File: src/rtl/awd_pkg.sv
package awd_pkg;
    localparam int ADDR_W = 32;

    typedef enum logic [1:0] {
        WK_MAIN   = 2'd0,
        WK_SIMM   = 2'd1,
        WK_MASTER = 2'd2,
        WK_TARGET = 2'd3
    } win_kind_e;

    // size = min_size doubled once per clear bit from first_bit upward, stop at first set bit
    function automatic logic [ADDR_W-1:0] run_size(input logic [ADDR_W-1:0] cfg,
                                                   input int first_bit,
                                                   input int nbits,
                                                   input logic [ADDR_W-1:0] min_size);
        logic [ADDR_W-1:0] sz;
        logic              halt;
        sz   = min_size;
        halt = 1'b0;
        for (int i = 0; i < 8; i++) begin
            if (i < nbits && !halt) begin
                if (cfg[first_bit + i]) halt = 1'b1;
                else                    sz   = sz << 1;
            end
        end
        return sz;
    endfunction
endpackage

File: src/rtl/awd_cfg_regs.sv
module awd_cfg_regs #(
    parameter int NUM_CFG = 10,
    parameter int SEL_W   = 4
) (
    input  logic                                   clk,
    input  logic                                   rst_n,
    input  logic                                   we_i,
    input  logic [SEL_W-1:0]                       sel_i,
    input  logic [awd_pkg::ADDR_W-1:0]             wdata_i,
    output logic [NUM_CFG-1:0][awd_pkg::ADDR_W-1:0] cfg_o
);
    logic [NUM_CFG-1:0][awd_pkg::ADDR_W-1:0] cfg_d, cfg_q;

    always_comb begin
        cfg_d = cfg_q;
        for (int i = 0; i < NUM_CFG; i++) begin
            if (we_i && (int'(sel_i) == i)) cfg_d[i] = wdata_i;
        end
    end

    always_ff @(posedge clk) begin
        if (!rst_n) cfg_q <= '0;
        else        cfg_q <= cfg_d;
    end

    assign cfg_o = cfg_q;

    assert_oob_write_ignored_R10: assert property (@(posedge clk) disable iff (!rst_n)
        (we_i && (int'(sel_i) >= NUM_CFG)) |=> (cfg_q == $past(cfg_q)));
endmodule

File: src/rtl/awd_window.sv
module awd_window #(
    parameter awd_pkg::win_kind_e KIND = awd_pkg::WK_MAIN
) (
    input  logic [awd_pkg::ADDR_W-1:0] cfg_i,
    input  logic [awd_pkg::ADDR_W-1:0] addr_i,
    output logic                       hit_o,
    output logic [awd_pkg::ADDR_W-1:0] xlat_o
);
    import awd_pkg::*;

    logic              en;
    logic [ADDR_W-1:0] base, last, lbase;

    generate
        if (KIND == WK_MAIN) begin : g_main
            always_comb begin
                en    = cfg_i[3];
                base  = {4'b0, cfg_i[27:22], 22'b0};
                last  = base + (run_size(cfg_i, 14, 2, 32'h0040_0000) - 32'd1);
                lbase = '0;
            end
        end else if (KIND == WK_SIMM) begin : g_simm
            always_comb begin
                en    = cfg_i[3];
                base  = {4'b0, cfg_i[27:21], 21'b0};
                last  = base + (run_size(cfg_i, 13, 5, 32'h0020_0000) - 32'd1);
                lbase = '0;
            end
        end else if (KIND == WK_MASTER) begin : g_master
            always_comb begin
                en    = cfg_i[12];
                base  = {cfg_i[31:24], 24'b0};
                last  = base | {1'b0, ~cfg_i[19:13], 24'hFF_FFFF};
                lbase = {cfg_i[7:0], 24'b0};
            end
        end else begin : g_target
            always_comb begin
                en    = cfg_i[12];
                base  = {cfg_i[31:21], 21'b0};
                last  = base | {4'b0, ~cfg_i[19:13], 21'h1F_FFFF};
                lbase = {cfg_i[10:0], 21'b0};
            end
        end
    endgenerate

    always_comb begin
        hit_o  = en && (addr_i >= base) && (addr_i <= last);
        xlat_o = hit_o ? (lbase | (addr_i - base)) : '0;
    end
endmodule

File: src/rtl/awd_pick.sv
module awd_pick #(
    parameter int N = 8
) (
    input  logic [N-1:0] req_i,
    output logic [N-1:0] grant_o,
    output logic         any_o
);
    always_comb begin
        grant_o = '0;
        any_o   = 1'b0;
        for (int i = 0; i < N; i++) begin
            if (req_i[i] && !any_o) begin
                grant_o[i] = 1'b1;
                any_o      = 1'b1;
            end
        end
    end
endmodule

File: src/rtl/addr_window_decoder.sv
module addr_window_decoder #(
    parameter int NUM_SIMM   = 4,
    parameter int NUM_MASTER = 3,
    parameter int NUM_TGT    = 2,
    parameter int SEL_W      = 4
) (
    input  logic                         clk,
    input  logic                         rst_n,
    input  logic                         cfg_we,
    input  logic [SEL_W-1:0]             cfg_sel,
    input  logic [31:0]                  cfg_wdata,
    input  logic [31:0]                  cpu_addr,
    input  logic [31:0]                  bus_addr,
    output logic [1+NUM_SIMM+NUM_MASTER-1:0] win_hit,
    output logic                         win_miss,
    output logic [31:0]                  out_addr,
    output logic [NUM_TGT-1:0]           tgt_hit,
    output logic                         tgt_miss,
    output logic [31:0]                  tgt_addr
);
    import awd_pkg::*;

    localparam int NUM_OUT = 1 + NUM_SIMM + NUM_MASTER;
    localparam int NUM_CFG = NUM_OUT + NUM_TGT;
    localparam int MW_LO   = 1 + NUM_SIMM;

    typedef struct packed {
        logic [NUM_OUT-1:0] hit;
        logic               miss;
        logic [ADDR_W-1:0]  oaddr;
        logic [NUM_TGT-1:0] thit;
        logic               tmiss;
        logic [ADDR_W-1:0]  taddr;
    } dec_t;

    localparam dec_t DEC_RST = '{hit: '0, miss: 1'b1, oaddr: '0,
                                 thit: '0, tmiss: 1'b1, taddr: '0};

    logic [NUM_CFG-1:0][ADDR_W-1:0] cfg_vec;
    logic [NUM_CFG-1:0]             raw_hit;
    logic [NUM_CFG-1:0][ADDR_W-1:0] raw_xlat;
    logic [NUM_OUT-1:0]             out_grant;
    logic                           out_any;
    logic [NUM_TGT-1:0]             tgt_grant;
    logic                           tgt_any;
    dec_t                           dec_d, dec_q;

    awd_cfg_regs #(.NUM_CFG(NUM_CFG), .SEL_W(SEL_W)) u_cfg (
        .clk     (clk),
        .rst_n   (rst_n),
        .we_i    (cfg_we),
        .sel_i   (cfg_sel),
        .wdata_i (cfg_wdata),
        .cfg_o   (cfg_vec)
    );

    generate
        for (genvar g = 0; g < NUM_CFG; g++) begin : g_win
            localparam win_kind_e K = (g == 0)       ? WK_MAIN   :
                                      (g < MW_LO)    ? WK_SIMM   :
                                      (g < NUM_OUT)  ? WK_MASTER : WK_TARGET;
            if (g < NUM_OUT) begin : g_cpu
                awd_window #(.KIND(K)) u_win (
                    .cfg_i  (cfg_vec[g]),
                    .addr_i (cpu_addr),
                    .hit_o  (raw_hit[g]),
                    .xlat_o (raw_xlat[g])
                );
            end else begin : g_bus
                awd_window #(.KIND(K)) u_win (
                    .cfg_i  (cfg_vec[g]),
                    .addr_i (bus_addr),
                    .hit_o  (raw_hit[g]),
                    .xlat_o (raw_xlat[g])
                );
            end
        end
    endgenerate

    awd_pick #(.N(NUM_OUT)) u_pick_out (
        .req_i   (raw_hit[NUM_OUT-1:0]),
        .grant_o (out_grant),
        .any_o   (out_any)
    );

    awd_pick #(.N(NUM_TGT)) u_pick_tgt (
        .req_i   (raw_hit[NUM_CFG-1:NUM_OUT]),
        .grant_o (tgt_grant),
        .any_o   (tgt_any)
    );

    always_comb begin
        dec_d       = dec_q;
        dec_d.hit   = out_grant;
        dec_d.miss  = !out_any;
        dec_d.oaddr = '0;
        for (int i = MW_LO; i < NUM_OUT; i++) begin
            if (out_grant[i]) dec_d.oaddr = dec_d.oaddr | raw_xlat[i];
        end
        dec_d.thit  = tgt_grant;
        dec_d.tmiss = !tgt_any;
        dec_d.taddr = '0;
        for (int j = 0; j < NUM_TGT; j++) begin
            if (tgt_grant[j]) dec_d.taddr = dec_d.taddr | raw_xlat[NUM_OUT + j];
        end
    end

    always_ff @(posedge clk) begin
        if (!rst_n) dec_q <= DEC_RST;
        else        dec_q <= dec_d;
    end

    assign win_hit  = dec_q.hit;
    assign win_miss = dec_q.miss;
    assign out_addr = dec_q.oaddr;
    assign tgt_hit  = dec_q.thit;
    assign tgt_miss = dec_q.tmiss;
    assign tgt_addr = dec_q.taddr;

    assert_hit_onehot_R7: assert property (@(posedge clk) disable iff (!rst_n)
        $onehot0(dec_q.hit));
    assert_miss_matches_R7: assert property (@(posedge clk) disable iff (!rst_n)
        dec_q.miss == (dec_q.hit == '0));
    assert_tgt_onehot_R8: assert property (@(posedge clk) disable iff (!rst_n)
        $onehot0(dec_q.thit) && (dec_q.tmiss == (dec_q.thit == '0)));
    assert_bank_no_xlat_R4: assert property (@(posedge clk) disable iff (!rst_n)
        (|dec_q.hit[MW_LO-1:0]) |-> (dec_q.oaddr == '0));
    assert_main_needs_enable_R1: assert property (@(posedge clk) disable iff (!rst_n)
        dec_q.hit[0] |-> $past(cfg_vec[0][3]));
endmodule

File: config.mk
export PLATFORM = sky130hd
export DESIGN_NAME = addr_window_decoder
export DESIGN_NICKNAME = d
export VERILOG_FILES = /design/src/rtl/awd_pkg.sv /design/src/rtl/awd_cfg_regs.sv /design/src/rtl/awd_window.sv /design/src/rtl/awd_pick.sv /design/src/rtl/addr_window_decoder.sv
export SDC_FILE = /design/constraint.sdc
export NUM_CORES = 1
export LEC_CHECK = 0
export BUFFER_PORTS_ARGS = -buffer_cell sky130_fd_sc_hd__buf_2
export CAP_MARGIN = 20
export CORE_UTILIZATION = 60
export DETAILED_ROUTE_END_ITERATION = 16
export PLACE_DENSITY = 0.81
export REMOVE_ABC_BUFFERS = 1
export SLEW_MARGIN = 30
export SYNTH_ARGS = -nofsm -noshare
export SYNTH_HDL_FRONTEND = slang
export SYNTH_SLANG_ARGS = --single-unit
File: constraint.sdc
create_clock -name clk -period 5.6 [get_ports clk]
set_input_delay 0.56 -clock clk [delete_from_list [all_inputs] [get_ports clk]]
set_output_delay 0.56 -clock clk [all_outputs]
set_load 0.02 [all_outputs]
# [Yosys cells after proc, flatten, opt, wreduce, memory -nomap -nowiden]
# Index checks and enable logic that the tools add are counted.
[totals] romBits=0 mem_count=0 in_bits=103 word_cells=223 latchBits=0 register_bits=376 ramBits=0
[classes] n_reduce_logical=49 shifts=0 n_mul=0 div=0 n_bitwise=18 addsub=15 magnitude_cmp=20 n_mux=96 n_eq_ne=9
[ops] operator="$mux 32" n=39
[ops] operator="$le 32x32->1" n=10
[ops] operator="$or 32x32->32" n=8
[ops] operator="$add 28x32->32" n=5
[ops] operator="$ge 32x28->1" n=5
[ops] operator="$ge 32x32->1" n=5
[ops] operator="$sub 32x1->32 const B" n=5
[ops] operator="$sub 32x32->32" n=5
[ops] operator="$mux 24" n=5
[ops] operator="$or 32x31->32" n=3
[ops] operator="$mux 23" n=4
[ops] operator="$or 32x28->32" n=2
[ops] operator="$mux 1" n=47
[ops] operator="$logic_and 1x1->1" n=38
[ops] operator="$not 7->7" n=5
[ops] operator="$mux 25" n=1
[ops] operator="$eq 4x4->1 const B" n=6
[ops] operator="$logic_not 1->1" n=10
[ops] operator="$eq 4x3->1 const B" n=2
[ops] operator="$eq 4x2->1 const B" n=1
[ops] operator="$logic_not 4->1" n=1

# [Depth between registers and ports, before layout]
# Gate-level depths: netlist of run 1.
[logic_depth] depth_word=34 depth_mapped=23

# [By module]
# A second synthesis of run 1 with hierarchy kept.
[hier_totals] hier_cells=2904 area_unflattened_um2=25998.7
[modules_own_cells] mod="awd_cfg_regs" instances=1 area_each_um2=11410.9 cells_per_inst=1082
[modules_own_cells] mod="awd_window at g_win[1].g_cpu.u_win ..." instances=4 area_each_um2=1332.5 cells_per_inst=188
[modules_own_cells] mod="addr_window_decoder" instances=1 area_each_um2=2544.9 cells_per_inst=208
[modules_own_cells] mod="awd_window at g_win[6].g_cpu.u_win ..." instances=2 area_each_um2=1132.3 cells_per_inst=134
[modules_own_cells] mod="awd_window at g_win[0].g_cpu.u_win" instances=1 area_each_um2=1178.6 cells_per_inst=161
[modules_own_cells] mod="awd_window at g_win[5].g_cpu.u_win" instances=1 area_each_um2=1107.3 cells_per_inst=136
[modules_own_cells] mod="awd_window at g_win[8].g_bus.u_win" instances=1 area_each_um2=1023.5 cells_per_inst=141
[modules_own_cells] mod="awd_window at g_win[9].g_bus.u_win" instances=1 area_each_um2=1022.2 cells_per_inst=141
[modules_own_cells] mod="awd_pick at u_pick_out" instances=1 area_each_um2=96.3 cells_per_inst=12
[modules_own_cells] mod="awd_pick at u_pick_tgt" instances=1 area_each_um2=20.0 cells_per_inst=3

# [Least setup slack after synthesis of run 1]
# OpenSTA, ideal clock, no wires.
[synth_path] path_type="register to register" start="register u_cfg.cfg_q, in the netlist u_cfg.cfg_o[45]" end="register dec_q, in the netlist out_addr[0]" arrival_time_ns=3.826 t_required_ns=5.540 n_path_buf=1 synth_period_minus_slack_ns=3.886 slack_ns=1.714 path_stages_with_launch=21 path_cell_list="dfxtp_1 nor4_1 nand2_1 ha_1 inv_1 ha_1 inv_1 o21ai_0 and2_1 o21a_1 nor2_1 nand2_1 ha_1 nand4_1 a211oi_1 a2111oi_0 o21ai_0 o22ai_4 nor3_4 buf_6 and3_1"
[synth_between] elab_chain_cells=34 elab_cells_between_ends=44 cone_classes="add/sub: 2; order compare: 1; mux: 25; bitwise: 2; reduce/logical: 14"
[synth_lines] item="start: declaration" line_no="awd_cfg_regs.sv:12" source="logic [NUM_CFG-1:0][awd_pkg::ADDR_W-1:0] cfg_d, cfg_q;"
[synth_lines] item="start signal: assignment" line_no="awd_cfg_regs.sv:23" source="else cfg_q <= cfg_d;"
[synth_lines] item="$mux 23" line_no="awd_pkg.sv:22" source="if (cfg[first_bit + i]) halt = 1'b1;"
[synth_lines] item="$mux 24" line_no="awd_pkg.sv:22"
[synth_lines] item="$mux 32" line_no="awd_pkg.sv:21" source="if (i < nbits && !halt) begin"
[synth_lines] item="$mux 32" line_no="awd_pkg.sv:22"
[synth_lines] item="$mux 32" line_no="awd_pkg.sv:21"
[synth_lines] item="$mux 32" line_no="awd_pkg.sv:22"
[synth_lines] item="$mux 32" line_no="awd_pkg.sv:21"
[synth_lines] item="$mux 32" line_no="awd_pkg.sv:22"
[synth_lines] item="[... 18 more ...]"
[synth_lines] item="$mux 1" line_no="awd_pick.sv:12" source="if (req_i[i] && !any_o) begin"
[synth_lines] item="$logic_not 1->1" line_no="awd_pick.sv:12"
[synth_lines] item="$logic_and 1x1->1" line_no="awd_pick.sv:12"
[synth_lines] item="$mux 1" line_no="awd_pick.sv:12"
[synth_lines] item="$logic_not 1->1" line_no="awd_pick.sv:12"
[synth_lines] item="$logic_and 1x1->1" line_no="awd_pick.sv:12"
[synth_lines] item="$mux 1" line_no="awd_pick.sv:12"
[synth_lines] item="$mux 32 (*)" line_no="addr_window_decoder.sv:98" source="if (out_grant[i]) dec_d.oaddr = dec_d.oaddr | raw_xlat[i];"
[synth_lines] item="end signal: assignment" line_no="addr_window_decoder.sv:109" source="if (!rst_n) dec_q <= DEC_RST;"
[synth_lines] item="end signal: assignment" line_no="addr_window_decoder.sv:110" source="else dec_q <= dec_d;"
[synth_lines] item="end: declaration" line_no="addr_window_decoder.sv:46" source="dec_t dec_d, dec_q;"
# Every way passes the cells marked *; elsewhere a longest branch is shown, timed or not.
# A chain may end at the register's enable or synchronous reset.

# [Worst setup path after layout of run 1]
[layout_path] start="register u_cfg.cfg_q, in the netlist u_cfg.cfg_o[45]" end="register dec_q, in the netlist out_addr[31]"
# The elaborated chain is that of the path after synthesis.

==> metrics, run 1 <==
Seq cells post-synth around 270; Seq/Total Area, Yosys between 30% and 40%; GRT overflow 0; mapped cell area about 16,000 um2; post-synth top area share between 30% and 40%; Root Buffer clkbuf_16; vias per cell 5.867; GR Util met1 between 40 and 50%; DP Cell Count about 2,500; Die Ht roughly 170 um; Clock Tree Buf Depth 3; met2 Use GR a little over half; relative slew slack 38.99%; final hold viol count 0; fin crit share between 80% and 90%; H-Tree Depth 1; initial drt markers 1,252; # rows a little under 60; WP data arrival approximately 5.3 ns; Post-synth top cells nand2_1, dfxtp_1, ha_1; hpwl dp ~33 mm; layout cells sized above 1 12.12%; # resized after CTS 0; Distinct cells, synth approximately 70; number of hold buffers added after cts 0; layer with the highest usage met2; Power per Cell Area ~260 nW/um2; largest net degree at the start of global routing 118; status completed; Avg Inst Size Synth ~8.0 um2; Setup Viol. Count Final 0; CP Capture Type flop; startpoint types flop; WP data required approximately 6 ns; DRC viols 0; all-layer global routing usage 32.22%; GR Layer Usage met3 under 10%; fmax 207.8 MHz; initial core utilization 61.79%; n_diodes 0; CTS Sinks between 200 and 300; DRT antenna net count 0; Core ar. approximately 26,000 um2; ys flop type dfxtp_1; number of top-level pins 179; Buffers on Ports approximately 180; Layout Cells excl Fill about 2,500; CP Class reg -> reg; Syn Inst Count between 2,000 and 2,500; Nets between 2,000 and 3,000; Routability Congestion between 0.9 and 1; TritonCTS clock tree built; vias in the first global route 14,243; Vias roughly 15,000; most common cell in the synthesized netlist nand2_1; worst skew pair latency 0.54 ns; Area growth syn-to-layout 13.35%; Post CTS Setup Buffer Count 0; RSZ-0062 raised after global routing no; synth top area cells dfxtp_1, ha_1, nand2_1; YS warnings 0; Layout fillers 2,099; setup TNS 0 ns; wire per inst approximately 18 um; Post-synth EDFFs 0; antenna violations before repair 0; max_cap viols 0; crit path max fanout 26; Hold WS between 0.2 and 0.25 ns; final number of max-transition violations 0; Die X between 150 and 200 um; share of flip-flops with an asynchronous set or reset 0%; Tmin final about 4.8 ns; worst hold path type in -> reg; routed wire length ~46 mm; clock slew at reported path FFs ~0.06 ns; leakage power between 8 and 9 nW; Peak VDD IR roughly 0.29 mV; Yosys top cell by area dfxtp_1; Worst-Margin Slew between 0.9 and 1 ns; Die ar. 27,800 um2; Clock Skew ~0.0083 ns; Inserted Clock Buffers 28; Core Util, Final 70.04%; first-pass GRT wire length between 70 and 80 mm; drt first pass iters 6
registers in the layout, indices dropped and copies added (netlist names):
name	flops
out_addr	32
tgt_addr	32
win_miss	1
u_cfg.cfg_o	193
win_hit	8
tgt_hit	2
tgt_miss	1
routing by layer:
metal  routed length [um]  up-vias
li1                     -     7197
met1                19500     6880
met2                21100      578
met3                 3457      135
met4                 1845        0
met5                    0        -
power breakdown:
group | internal, mW | total, mW | leakage [nW] | switching [mW]
Sequential | 1.93 | 1.94 | 2.17 | 0.0122
Clock | 1.38 | 2.17 | 0.524 | 0.791
Combinational | 0.222 | 0.604 | 5.49 | 0.382
cells by family (layout without fill, tap and decap cells):
family	after synthesis	after routing	synth area share, %
buffers and inverters	265	424	6.255
XOR/XNOR	52	52	2.797
multiplexers	35	35	2.152
flip-flops	269	269	33.07
adder cells (fa/ha/maj)	240	240	18.90
AND/OR/NAND/NOR	757	757	21.75
AO/OA/AOI/OAI	409	409	15.08
per-stage QoR:
stage          setup slack, ns  power, mW  cell area [um2]
2_1_floorplan           0.4109      2.349            15980
3_3_place_gp            0.9771      2.546            17330
3_5_place_dp            0.8790      2.574            17370
4_1_cts                 0.8051      4.718            18450
5_1_grt                 0.4837      4.873            18460
6_report                0.7886      4.717            18460
final cells by class:
type	count	area (um2)	share of cell area, %
Inverter	190	718.2	3.891
Tap cell	335	419.2	2.271
Clock inverter	13	274.0	1.485
Timing Repair Buffer	183	940.9	5.098
Sequential cell	269	5385	29.18
Multi-Input combinational cell	1493	9911	53.69
Clock buffer	38	809.5	4.386
worst paths after layout:
path / slack [ns] / startpoint / endpoint / depth (start not counted)
worst max-delay path: 0.79 / u_cfg.cfg_o[45]$_SDFFE_PN0P_ / out_addr[31]$_SDFF_PN0_ / 20
worst min-delay path: 0.25 / bus_addr[4] / tgt_addr[4]$_SDFF_PN0_ / 2
worst max register to register: 0.79 / u_cfg.cfg_o[45]$_SDFFE_PN0P_ / out_addr[31]$_SDFF_PN0_ / 20
worst min register to register: 0.45 / u_cfg.cfg_o[272]$_SDFFE_PN0P_ / u_cfg.cfg_o[272]$_SDFFE_PN0P_ / 2
cells in the final DEF (no fill, tap or decap), drive strengths merged, types with 32 or more instances in the layout:
cell	n
o21ai	54
dfxtp	269
nand3	37
inv	191
nor2b	45
nor2	110
xnor2	32
nand2	380
a21o	34
nand4	34
ha	230
a21oi	229
buf	183
clkbuf	38
mux2i	35
worst max-delay path, cell delays in order, from the launching register on:
cell,delay (ns)
dfxtp_1,0.34
nor4_1,0.43
nand2_1,0.11
ha_1,0.28
inv_1,0.04
ha_1,0.28
inv_1,0.10
o21ai_0,0.13
and2_1,0.18
o21a_1,0.17
nor2_1,0.16
nand2_1,0.09
ha_1,0.29
nand4_1,0.14
a211oi_1,0.22
a2111oi_0,0.09
o21ai_0,0.36
o22ai_4,0.19
nor3_4,0.72
nand2_4,0.15
o211ai_1,0.24
Note: power is estimated with default switching activity, not from simulation.
==> run 2, diff against run 1 <==
--- a/config.mk
+++ b/config.mk
@@ -7,11 +7,12 @@
 export LEC_CHECK = 0
 export BUFFER_PORTS_ARGS = -buffer_cell sky130_fd_sc_hd__buf_2
 export CAP_MARGIN = 20
-export CORE_UTILIZATION = 60
+export CORE_UTILIZATION = 61
 export DETAILED_ROUTE_END_ITERATION = 16
-export PLACE_DENSITY = 0.81
+export PLACE_DENSITY = 0.8
 export REMOVE_ABC_BUFFERS = 1
 export SLEW_MARGIN = 30
 export SYNTH_ARGS = -nofsm -noshare
 export SYNTH_HDL_FRONTEND = slang
+export SYNTH_HIERARCHICAL = 1
 export SYNTH_SLANG_ARGS = --single-unit
==> metrics, run 2 <==
status completed; worst hold path type in -> reg; Die X about 180 um; CP Capture Type flop; routed wire length approximately 56 mm; Root Buffer clkbuf_16; CP Cell Sequence nor2_1 -> nand2_1 -> ha_1 -> inv_1 -> ha_1 -> a21o_1 -> a21oi_1 -> o21ai_0 -> a21oi_1 -> nand2_1 -> ha_1 -> a211oi_1 -> nor2_1 -> a2111o_1 -> a221oi_2 -> nor2_1 -> and4b_1 -> buf_4 -> a222oi_1 -> nor2b_1; Area growth syn-to-layout 8.717%; layout cells sized above 1 between 10% and 20%; Worst Setup EP out_addr[7]$_SDFF_PN0_; YS warnings 6; vias per cell between 6 and 7; most frequent cells in the layout nand2_1, dfxtp_1, ha_1; Avg Inst Size Synth ~8.9 um2; number of hold buffers added after cts 0; WP data arrival about 5.6 ns; fmax between 150 and 200 MHz; setup TNS 0 ns; Buffers on Ports approximately 180; top sig layer met4; CP Launch Point u_cfg/cfg_o[142]$_SDFFE_PN0P_; # resized after CTS 0; Slowest-stage cell, CP and4b_1; startpoint types flop; drt first pass iters 9; initial drt markers 1,516; TritonCTS clock tree built; reg2reg end out_addr[7]$_SDFF_PN0_; antenna violations before repair 0; Inserted Clock Buffers 30; all-layer global routing usage about 33%; Syn Inst Count 2,223; met2 routed WL ~25 mm; n_diodes 0; Worst-Margin Slew around 1.0 ns; Core ar. between 30,000 and 40,000 um2; relative slew slack 33.57%; DRT antenna net count 0; crit path max fanout 24; vias in the first global route between 15,000 and 20,000; final number of max-transition violations 0; dpl cell area ~20,000 um2; DRC viols 0; Clock Tree Buf Depth 3; Reg2Reg Depth 20; WL met1 approximately 24 mm; Nets ~2,700; hpwl dp 37.89 mm; CP Class reg -> reg; GRT overflow 0; CTS Sinks around 270; Peak VDD IR around 0.24 mV; first-pass GRT wire length about 88 mm; R2R setup slack 0.47 ns; number of top-level pins around 180; Post CTS Setup Buffer Count 0; Tmin final 5.127 ns; hold depth 3; most common cell after layout, fill and taps aside nand2_1; wire per inst ~20 um; worst r2r src u_cfg/cfg_o[142]$_SDFFE_PN0P_; Die Ht ~180 um; final instance area 21,430 um2; DR WL met3 about 5.0 mm; Power per Cell Area around 220 nW/um2; leakage power approximately 9 nW; max reg flops 193; WP data required ~6.0 ns; largest net degree at the start of global routing about 160; # rows between 60 and 70; max_cap viols 0; RSZ-0062 raised after global routing no; initial core utilization 62.29%; fin crit share ~90%; largest stage delay on the critical path 0.55 ns; final hold viol count 0; mapped cell area 19,710 um2; H-Tree Depth 1; Clock Skew 0.01045 ns; Routability Congestion between 0.9 and 1; worst skew pair latency around 0.57 ns; Layout fillers between 2,000 and 3,000; Setup Viol. Count Final 0; Die ar. around 33,000 um2; Vias between 15,000 and 20,000; clock slew at reported path FFs 0.07 ns
[run 2: how the worst min path moves through the flow]
| stage | startpoint | to |
|---|---|---|
| after floorplan | u_cfg/cfg_o[173]$_SDFFE_PN0P_ | u_cfg/cfg_o[173]$_SDFFE_PN0P_ |
| after global placement | u_cfg/cfg_o[176]$_SDFFE_PN0P_ | u_cfg/cfg_o[176]$_SDFFE_PN0P_ |
| after detailed placement | u_cfg/cfg_o[178]$_SDFFE_PN0P_ | u_cfg/cfg_o[178]$_SDFFE_PN0P_ |
| after CTS | cfg_wdata[10] | u_cfg/cfg_o[266]$_SDFFE_PN0P_ |
| after global routing | cfg_wdata[9] | u_cfg/cfg_o[265]$_SDFFE_PN0P_ |
| final | cfg_wdata[10] | u_cfg/cfg_o[266]$_SDFFE_PN0P_ |
[run 2: final cells by class]
cell class	count	area, um2	area share (%)
multi-input combinational	1631	12790	59.69
sequential	269	5385	25.13
timing repair buffer	195	1042	4.865
clock buffer	36	824.5	3.848
inverter	193	724.4	3.381
tap	402	503.0	2.348
clock inverter	19	156.4	0.7300
[run 2: worst max-delay path: cells and delay by family (launching register included)]
kind | cells | cell delay (ns)
DFF | 1 | 0.34
buffers and inverters | 2 | 0.37
AOI/OAI and AO/OA | 8 | 2.19
and+or+nand+nor | 7 | 1.21
adders and majority gates | 3 | 0.89
[run 2: layer usage]
metal,up-vias,global-route usage (%)
li1,8092,-
met1,8126,42.69
met2,825,54.42
met3,190,5.796
met4,0,15.49
met5,-,0
[run 2: power breakdown]
part,internal [mW],switching (mW),total (mW)
registers,1.93,0.0118,1.94
logic,0.253,0.476,0.729
clock network,1.10,0.846,1.95
[run 2: metrics by stage]
stage / total power [mW] / hold WS (ns) / util (%) / worst slack [ns] / cells
2_1_floorplan: 2.391 / 0.4302 / - / 0.1869 / 2093
3_3_place_gp: 2.659 / 0.4374 / 64.62 / 0.5721 / 2690
3_5_place_dp: 2.687 / 0.4454 / 64.62 / 0.4834 / 2690
4_1_cts: 4.624 / 0.2454 / 67.72 / 0.4539 / 2745
5_1_grt: 4.777 / 0.2704 / 67.72 / 0.02078 / 2745
6_report: 4.619 / 0.2599 / 67.72 / 0.4732 / 2745
